### src/rtl/cab_pkg.sv
package cab_pkg;

   typedef enum logic [1:0] {
      CAB_COLLECT = 2'd0,
      CAB_DRAIN   = 2'd1,
      CAB_XFER    = 2'd2
   } cab_state_e;

endpackage

### src/rtl/cab_cell.sv
// One index of the array: a moving register, a resident register and the
// domination detector that resolves the pair on every step.
module cab_cell #(
   parameter int W = 8
) (
   input  logic         clk,
   input  logic         rst_n,
   input  logic         step,
   input  logic         wipe,
   input  logic [W-1:0] mv_in,
   output logic [W-1:0] mv_q,
   output logic [W-1:0] res_q
);

   logic [W-1:0] mv_nx;
   logic [W-1:0] res_nx;
   logic         mv_live;
   logic         res_live;
   logic         res_in_mv;
   logic         mv_in_res;

   assign mv_live   = |mv_in;
   assign res_live  = |res_q;
   assign res_in_mv = ~|(res_q & ~mv_in);
   assign mv_in_res = ~|(mv_in & ~res_q);

   always_comb begin
      mv_nx  = mv_in;
      res_nx = res_q;
      if (mv_live) begin
         if (!res_live || res_in_mv) begin
            // free slot, or the resident is the more specific cube
            res_nx = mv_in;
            mv_nx  = '0;
         end else if (mv_in_res) begin
            mv_nx  = '0;
         end
      end
   end

   always_ff @(posedge clk) begin
      if (!rst_n || wipe) begin
         mv_q  <= '0;
         res_q <= '0;
      end else if (step) begin
         mv_q  <= mv_nx;
         res_q <= res_nx;
      end
   end

endmodule

### src/rtl/cab_ctrl.sv
// Sequencing: collect a sum, drain the moving row, hand off the result.
module cab_ctrl #(
   parameter int DEPTH = 8
) (
   input  logic clk,
   input  logic rst_n,
   input  logic in_valid,
   input  logic in_last,
   input  logic emit_busy,
   output logic in_ready,
   output logic step,
   output logic feed_zero,
   output logic xfer
);
   import cab_pkg::*;

   localparam int CW = (DEPTH > 1) ? $clog2(DEPTH) : 1;
   localparam logic [CW-1:0] CNT_END = CW'(DEPTH - 1);

   cab_state_e    state_q;
   logic [CW-1:0] cnt_q;

   assign in_ready  = (state_q == CAB_COLLECT);
   assign feed_zero = (state_q == CAB_DRAIN);
   assign step      = (in_ready && in_valid) || feed_zero;
   assign xfer      = (state_q == CAB_XFER) && !emit_busy;

   always_ff @(posedge clk) begin
      if (!rst_n) begin
         state_q <= CAB_COLLECT;
         cnt_q   <= '0;
      end else begin
         unique case (state_q)
            CAB_COLLECT: begin
               if (in_valid && in_last) begin
                  state_q <= CAB_DRAIN;
                  cnt_q   <= '0;
               end
            end
            CAB_DRAIN: begin
               if (cnt_q == CNT_END) begin
                  state_q <= CAB_XFER;
               end else begin
                  cnt_q <= cnt_q + 1'b1;
               end
            end
            CAB_XFER: begin
               if (!emit_busy) begin
                  state_q <= CAB_COLLECT;
               end
            end
            default: state_q <= CAB_COLLECT;
         endcase
      end
   end

endmodule

### src/rtl/cab_emit.sv
// Output buffer: takes the resident row in one cycle, then streams the
// non-empty entries in ascending index order.
module cab_emit #(
   parameter int W     = 8,
   parameter int DEPTH = 8
) (
   input  logic             clk,
   input  logic             rst_n,
   input  logic             load,
   input  logic [DEPTH*W-1:0] load_bus,
   output logic             out_valid,
   output logic [W-1:0]     out_cube,
   output logic             out_last
);

   localparam int SW = (DEPTH > 1) ? $clog2(DEPTH) : 1;

   logic [W-1:0]     slot_in [DEPTH];
   logic [W-1:0]     buf_q   [DEPTH];
   logic [DEPTH-1:0] live_in;
   logic [DEPTH-1:0] pend_q;
   logic [DEPTH-1:0] rest;
   logic             none_q;
   logic [SW-1:0]    sel;
   logic             found;

   for (genvar g = 0; g < DEPTH; g++) begin : g_unpack
      assign slot_in[g] = load_bus[g*W +: W];
      assign live_in[g] = |slot_in[g];

      always_ff @(posedge clk) begin
         if (!rst_n) begin
            buf_q[g] <= '0;
         end else if (load) begin
            buf_q[g] <= slot_in[g];
         end
      end
   end

   always_comb begin
      sel   = '0;
      found = 1'b0;
      for (int i = 0; i < DEPTH; i++) begin
         if (pend_q[i] && !found) begin
            sel   = SW'(i);
            found = 1'b1;
         end
      end
      rest      = pend_q;
      rest[sel] = 1'b0;
   end

   assign out_valid = found || none_q;
   assign out_cube  = none_q ? '0 : buf_q[sel];
   assign out_last  = none_q || (found && (rest == '0));

   always_ff @(posedge clk) begin
      if (!rst_n) begin
         pend_q <= '0;
         none_q <= 1'b0;
      end else if (load) begin
         pend_q <= live_in;
         none_q <= (live_in == '0);
      end else if (none_q) begin
         none_q <= 1'b0;
      end else if (found) begin
         pend_q <= rest;
      end
   end

endmodule

### src/rtl/cube_absorb_array.sv
module cube_absorb_array #(
   parameter int NVARS = 8,
   parameter int DEPTH = 8
) (
   input  logic               clk,
   input  logic               rst_n,
   input  logic               in_valid,
   input  logic [2*NVARS-1:0] in_cube,
   input  logic               in_last,
   output logic               in_ready,
   output logic               out_valid,
   output logic [2*NVARS-1:0] out_cube,
   output logic               out_last
);

   localparam int W = 2 * NVARS;

   if (NVARS < 1) begin : g_chk_nvars
      $error("cube_absorb_array: NVARS must be at least 1");
   end
   if (DEPTH < 2) begin : g_chk_depth
      $error("cube_absorb_array: DEPTH must be at least 2");
   end

   logic             step;
   logic             feed_zero;
   logic             xfer;
   logic [NVARS-1:0] fld_void;
   logic [W-1:0]     entry;
   logic [W-1:0]     mv  [DEPTH];
   logic [W-1:0]     res [DEPTH];
   logic [DEPTH*W-1:0] res_bus;

   // contradiction filter at the entry
   for (genvar v = 0; v < NVARS; v++) begin : g_field
      assign fld_void[v] = ~|in_cube[2*v +: 2];
   end
   assign entry = (feed_zero || (|fld_void)) ? '0 : in_cube;

   for (genvar g = 0; g < DEPTH; g++) begin : g_slot
      logic [W-1:0] feed;
      if (g == 0) begin : g_head
         assign feed = entry;
      end else begin : g_body
         assign feed = mv[g-1];
      end

      cab_cell #(.W(W)) cell_i (
         .clk   (clk),
         .rst_n (rst_n),
         .step  (step),
         .wipe  (xfer),
         .mv_in (feed),
         .mv_q  (mv[g]),
         .res_q (res[g])
      );

      assign res_bus[g*W +: W] = res[g];
   end

   cab_ctrl #(.DEPTH(DEPTH)) ctrl_i (
      .clk       (clk),
      .rst_n     (rst_n),
      .in_valid  (in_valid),
      .in_last   (in_last),
      .emit_busy (out_valid),
      .in_ready  (in_ready),
      .step      (step),
      .feed_zero (feed_zero),
      .xfer      (xfer)
   );

   cab_emit #(.W(W), .DEPTH(DEPTH)) emit_i (
      .clk       (clk),
      .rst_n     (rst_n),
      .load      (xfer),
      .load_bus  (res_bus),
      .out_valid (out_valid),
      .out_cube  (out_cube),
      .out_last  (out_last)
   );

endmodule

### config.mk
export PLATFORM = sky130hd
export DESIGN_NAME = cube_absorb_array
export DESIGN_NICKNAME = d
export VERILOG_FILES = /design/src/rtl/cab_pkg.sv /design/src/rtl/cab_cell.sv /design/src/rtl/cab_ctrl.sv /design/src/rtl/cab_emit.sv /design/src/rtl/cube_absorb_array.sv
export SDC_FILE = /design/constraint.sdc
export NUM_CORES = 1
export LEC_CHECK = 0
export BUFFER_PORTS_ARGS = -buffer_cell sky130_fd_sc_hd__buf_2
export CAP_MARGIN = 25
export CORE_MARGIN = 2
export CORE_UTILIZATION = 30
export CTS_CLUSTER_SIZE = 8
export DETAILED_ROUTE_END_ITERATION = 8
export PLACE_DENSITY = 0.52
export SYNTH_ARGS = -nofsm -noshare
export SYNTH_HDL_FRONTEND = slang
export SYNTH_HIERARCHICAL = 1
export SYNTH_SLANG_ARGS = --single-unit
export TNS_END_PERCENT = 50
### constraint.sdc
create_clock -name clk -period 5.51 [get_ports clk]
set_input_delay 1.3775 -clock clk [delete_from_list [all_inputs] [get_ports clk]]
set_output_delay 1.3775 -clock clk [all_outputs]
set_load 0.02 [all_outputs]
==> results.yml, run 1 <==
outcome:
  outcome: "finished, final reports clean"
worst_setup_path:
  required_ps: 4130
  r2r_cells: 8
  r2r_setup_slack_ps: 1910
  crit_family: "simple AND/OR/NAND/NOR gates"
  endpoint_kind: "output pin"
  critPathLaunchType: "flop"
  crit_chain: "nand2b_1 > or3_1 > and3_1 > buf_8 > a21oi_1 > a211oi_1 > buf_2"
  arrival_ps: 3660
  path_class: "reg2out"
  crit_fanout: 19
  max_stage_delay_ps: 740
  r2r_start: "emit_i/pend_q[1]"
  cp.buffers_inverters: 2
  rr_endpoint: "emit_i/buf_q[4][0]"
  slowest_stage: "and3_1"
clock_network:
  cts_setup_buffers: 0
  clock-sinks: 382
  clock_path_buffers: 3
  cts_buffers: 53
  cts_hold_buf: 0
  clk_latency_ps: 600
  ctsResizeCount: 0
  path_clk_slew_ps: 50
  clockRootBuffer: "clkbuf_16"
  htreeDepth: 2
  cts_tree: "built"
global_routing:
  grt_usage: 0.182
  grt_pass1_wl_um: 90900
  gr-total-overflow: 0
  grt_max_degree: 101
  antenna_found_initial: 0
  grt_pass1_vias: 14300
worst_hold_path:
  hp-start: "ctrl_i/cnt_q[0]"
  hold_path_class: "reg2reg"
  hold_depth: 2
  min_to: "ctrl_i/cnt_q[0]"
floorplan:
  initial_core_util: 0.301
  io_pins: 39
  row_count: 91
  die_area_um2: 63700
  dieWidth_um: 252
  fp.dieH_um: 252
  coreArea_um2: 61400
cells_and_area:
  nets: 1857
  area_growth_pct: 12.1
  num_antenna_cells: 0
  multiInputGateArea_um2: 8650
  drive_above_1_share: 0.0938
  ff_latch_area_um2: 8930
  fillers: 6219
power:
  power_mw: 6.30
  p_leak_nw: 7.71
  ir_drop_mv: 0.202
  p_per_area_nw_per_um2: 303
detailed_routing:
  drt_pass1_iterations: 6
  routed_wirelength_um: 58800
  via_per_inst: 5.65
  wire_per_inst_um: 22.1
  drc: 0
  first_iter_violations: 1316
  ant_nets: 0
  via_count: 15000
timing:
  skew_ps: 11.6
  worst-slew-pin-transition_ps: 1040
  fin_setup_tns_ps: 0
  fmax_mhz: 199
  report.final.slew_viol_count: 0
  min_period_over_period: 0.914
  period_needed_ps: 5040
  hold_violations: 0
  max_slew_margin: 0.305
  rsz0062_at_grt: "no"
  finalSetupViolCount: 0
synth:
  syn_area_um2: 18500
  synth_nets: 1876
  synth_cells: 1854
  syn_avg_cell_area_um2: 9.98
  synth_warnings: 6
placed_design:
  gp_congestion: 0.898
  hpwl_um: 40900
  portBuffers: 38
flow_run:
  maxCapViolations: 0
flip-flops by register name, indices dropped and copies added, names as in the netlist:
register / cells
emit_i/none_q: 1
emit_i/buf_q: 128
ctrl_i/cnt_q: 3
g_slot.cell_i/res_q: 128
g_slot.cell_i/mv_q: 112
emit_i/pend_q: 8
ctrl_i/state_q: 2
cell usage in the layout (no fill, tap or decap), types with 62 or more instances in the layout:
cell,count
a22o_1,112
o21ai_0,137
and3_1,129
edfxtp_1,128
inv_1,62
a21boi_0,88
dfxtp_1,254
nand3_1,128
nor4_1,68
nor2b_1,107
layer usage:
layer / global-route usage / share of wire
met1: 0.265 / 0.48
met2: 0.275 / 0.44
met3: 0.0206 / 0.049
met4: 0.0732 / 0.034
met5: 0 / 0
cell type report:
type                            count  area share
Inverter                           72      0.0131
Tap cell                          790      0.0476
Clock inverter                      1    0.000422
Timing Repair Buffer               67      0.0201
Multi-Input combinational cell   1259       0.417
Sequential cell                   382       0.430
Clock buffer                       84      0.0716
worst register-to-register path, stage by stage (launching register included):
cell,delay (ps)
dfxtp_1,390
nor4_1,550
nand2_1,180
nor2_1,130
nand2_1,130
nor3b_2,240
nor2b_1,160
inv_4,630
buf_4,790
report_power, final:
group,switching (mW),leakage (nW),internal (mW)
Sequential,0.0297,3.37,2.95
Clock,1.21,0.717,1.81
Combinational,0.210,3.63,0.0856
worst max-delay path by stage:
stage / slack (ps) / from / end / depth (start not counted)
4_1_cts: 490 / emit_i/pend_q[6] / out_cube[5] / 7
3_5_place_dp: 1160 / emit_i/pend_q[6] / out_cube[5] / 7
2_1_floorplan: 360 / emit_i/pend_q[1] / emit_i/buf_q[0][0] / 8
5_1_grt: 200 / emit_i/pend_q[6] / out_cube[5] / 7
3_3_place_gp: 1020 / emit_i/pend_q[6] / out_cube[12] / 6
6_report: 470 / emit_i/pend_q[6] / out_cube[2] / 7
metrics by stage:
step	setup slack, ps	cells	cell area [um^2]	utilization	hold WS (ps)
floorplan	357	1854	18500	-	459
finish	473	2655	20700	0.338	491
CTS	489	2650	20700	0.337	495
global placement	1020	2563	19200	0.313	484
detailed placement	1160	2565	19200	0.313	487
global route	196	2655	20700	0.338	520
Power figures use the tool's default switching activity.
==> run 2: changes to the inputs <==
--- a/config.mk
+++ b/config.mk
@@ -5,6 +5,7 @@
 export SDC_FILE = /design/constraint.sdc
 export NUM_CORES = 1
 export LEC_CHECK = 0
+export ABC_AREA = 1
 export BUFFER_PORTS_ARGS = -buffer_cell sky130_fd_sc_hd__buf_2
 export CAP_MARGIN = 25
 export CORE_MARGIN = 2
==> constraint.sdc (replaced) <==
create_clock -name clk -period 5.35 [get_ports clk]
set_input_delay 1.3375 -clock clk [delete_from_list [all_inputs] [get_ports clk]]
set_output_delay 1.3375 -clock clk [all_outputs]
set_load 0.02 [all_outputs]
==> results.yml, run 2 <==
global_routing:
  grt_max_degree: 131
  grt_pass1_vias: 16400
  gr-total-overflow: 0
  antenna_found_initial: 0
  grt_pass1_wl_um: 92100
  grt_usage: 0.163
worst_setup_path:
  crit_chain: "nor2_4 > nand3_2 > nor2_4 > nand3_4 > nand2_2 > inv_2 > nand3_2 > nand4_1 > nor2_1 > buf_2"
  r2r_setup_slack_ps: 2030
  rr_endpoint: "emit_i/buf_q[0][4]"
  crit_family: "simple AND/OR/NAND/NOR gates"
  endpoint_kind: "output pin"
  r2r_cells: 7
  required_ps: 4010
  critPathLaunchType: "flop"
  arrival_ps: 3100
  r2r_start: "emit_i/pend_q[0]"
  crit_path_end: "out_cube[11]"
  crit_fanout: 19
  cp-startpoint: "emit_i/pend_q[0]"
  cp.buffers_inverters: 2
  slowest_stage: "nor2_1"
  max_stage_delay_ps: 420
  path_class: "reg2out"
  cp.depth: 10
clock_network:
  cts_buffers: 54
  cts_setup_buffers: 0
  cts_tree: "built"
  clock_path_buffers: 3
  htreeDepth: 2
  clk_latency_ps: 590
  clockRootBuffer: "clkbuf_16"
  cts_hold_buf: 0
  ctsResizeCount: 0
  path_clk_slew_ps: 60
  clock-sinks: 382
detailed_routing:
  ant_nets: 0
  wire_per_inst_um: 15.4
  drt_pass1_iterations: 7
  via_count: 17800
  drc: 0
  first_iter_violations: 1592
  via_per_inst: 4.71
  routed_wirelength_um: 58100
synth:
  synth_cells: 2889
  syn_avg_cell_area_um2: 7.10
  synth_warnings: 6
  syn_area_um2: 20500
  synth_nets: 2911
floorplan:
  dieWidth_um: 265
  coreArea_um2: 67400
  io_pins: 39
  die_area_um2: 70500
  fp.dieH_um: 265
  row_count: 95
  initial_core_util: 0.304
cells_and_area:
  nets: 2896
  num_antenna_cells: 0
  reg_top3: "emit_i/buf_q (128), g_slot.cell_i/res_q (128), g_slot.cell_i/mv_q (112)"
  drive_above_1_share: 0.121
  final_cell_mix: "nand2_1 (531), nor2_1 (513), inv_1 (364)"
  post-route-util: 0.336
  layout_commonest_cell: "nand2_1"
  area_growth_pct: 10.4
placed_design:
  portBuffers: 38
  hpwl_um: 41700
  gp_congestion: 0.891
worst_hold_path:
  hold_path_class: "reg2reg"
timing:
  hold_violations: 0
  fin_setup_tns_ps: 0
  skew_ps: 20.5
  max_slew_margin: 0.321
  period_needed_ps: 4440
  fmax_mhz: 225
  report.final.slew_viol_count: 0
  rsz0062_at_grt: "no"
  finalSetupViolCount: 0
  worst-slew-pin-transition_ps: 1020
  min_period_over_period: 0.830
power:
  p_int_mw: 5.27
  power_mw: 7.47
  switching_share: 0.295
  power.switching_mw: 2.20
  power_frac_comb: 0.154
  p_leak_nw: 8.28
  p_per_area_nw_per_um2: 330
  power_frac_seq: 0.427
  power_frac_clock: 0.420
  ir_drop_mv: 0.262
flow_run:
  maxCapViolations: 0
outcome:
  outcome: "finished, final reports clean"
[run 2: worst min-delay path by stage]
stage	startpoint	endpoint	depth (start not counted)
detailed placement	g_slot[6].cell_i/mv_q[13]	g_slot[6].cell_i/mv_q[13]	2
finish	g_slot[6].cell_i/mv_q[13]	g_slot[6].cell_i/mv_q[13]	2
global route	g_slot[6].cell_i/mv_q[13]	g_slot[6].cell_i/mv_q[13]	2
global placement	g_slot[6].cell_i/mv_q[11]	g_slot[6].cell_i/mv_q[11]	2
floorplan	g_slot[0].cell_i/mv_q[4]	g_slot[0].cell_i/mv_q[4]	2
CTS	g_slot[6].cell_i/mv_q[13]	g_slot[6].cell_i/mv_q[13]	2
[run 2: metrics by stage]
stage          hold WS, ps  instance area (um^2)  setup slack [ps]  std cells
5_1_grt                492                 22600               795       3775
4_1_cts                478                 22600               951       3774
2_1_floorplan          456                 20500               793       2889
6_report               473                 22600               911       3775
3_3_place_gp           468                 21100              1660       3690
3_5_place_dp           470                 21100              1600       3690
[run 2: final cells by class]
cell class / instances / area (um^2)
clock inverter: 2 / 16.3
tap: 873 / 1090
timing repair buffer: 56 / 358
multi-input combinational: 1909 / 9000
sequential: 382 / 8930
fill: 7284 / 44700
inverter: 471 / 1770
clock buffer: 82 / 1490
[run 2: per-layer routing]
metal,global-route usage,share of wire
met5,0,0
met4,0.0403,0.019
met3,0.0223,0.045
met1,0.232,0.48
met2,0.259,0.45
[run 2: power by group through the flow]
stage,clock [mW],combinational (mW),sequential [mW]
finish,3.13,1.15,3.19
global route,3.35,1.29,3.20
CTS,3.23,1.15,3.19
detailed placement,0,1.15,3.24
global placement,0,1.15,3.25
floorplan,0,1.13,3.20
[run 2: worst min-delay path, cell delays in order, from the launching register on]
cell and delay [ps]:
dfxtp_1 310, nand2_1 60, a21oi_1 50
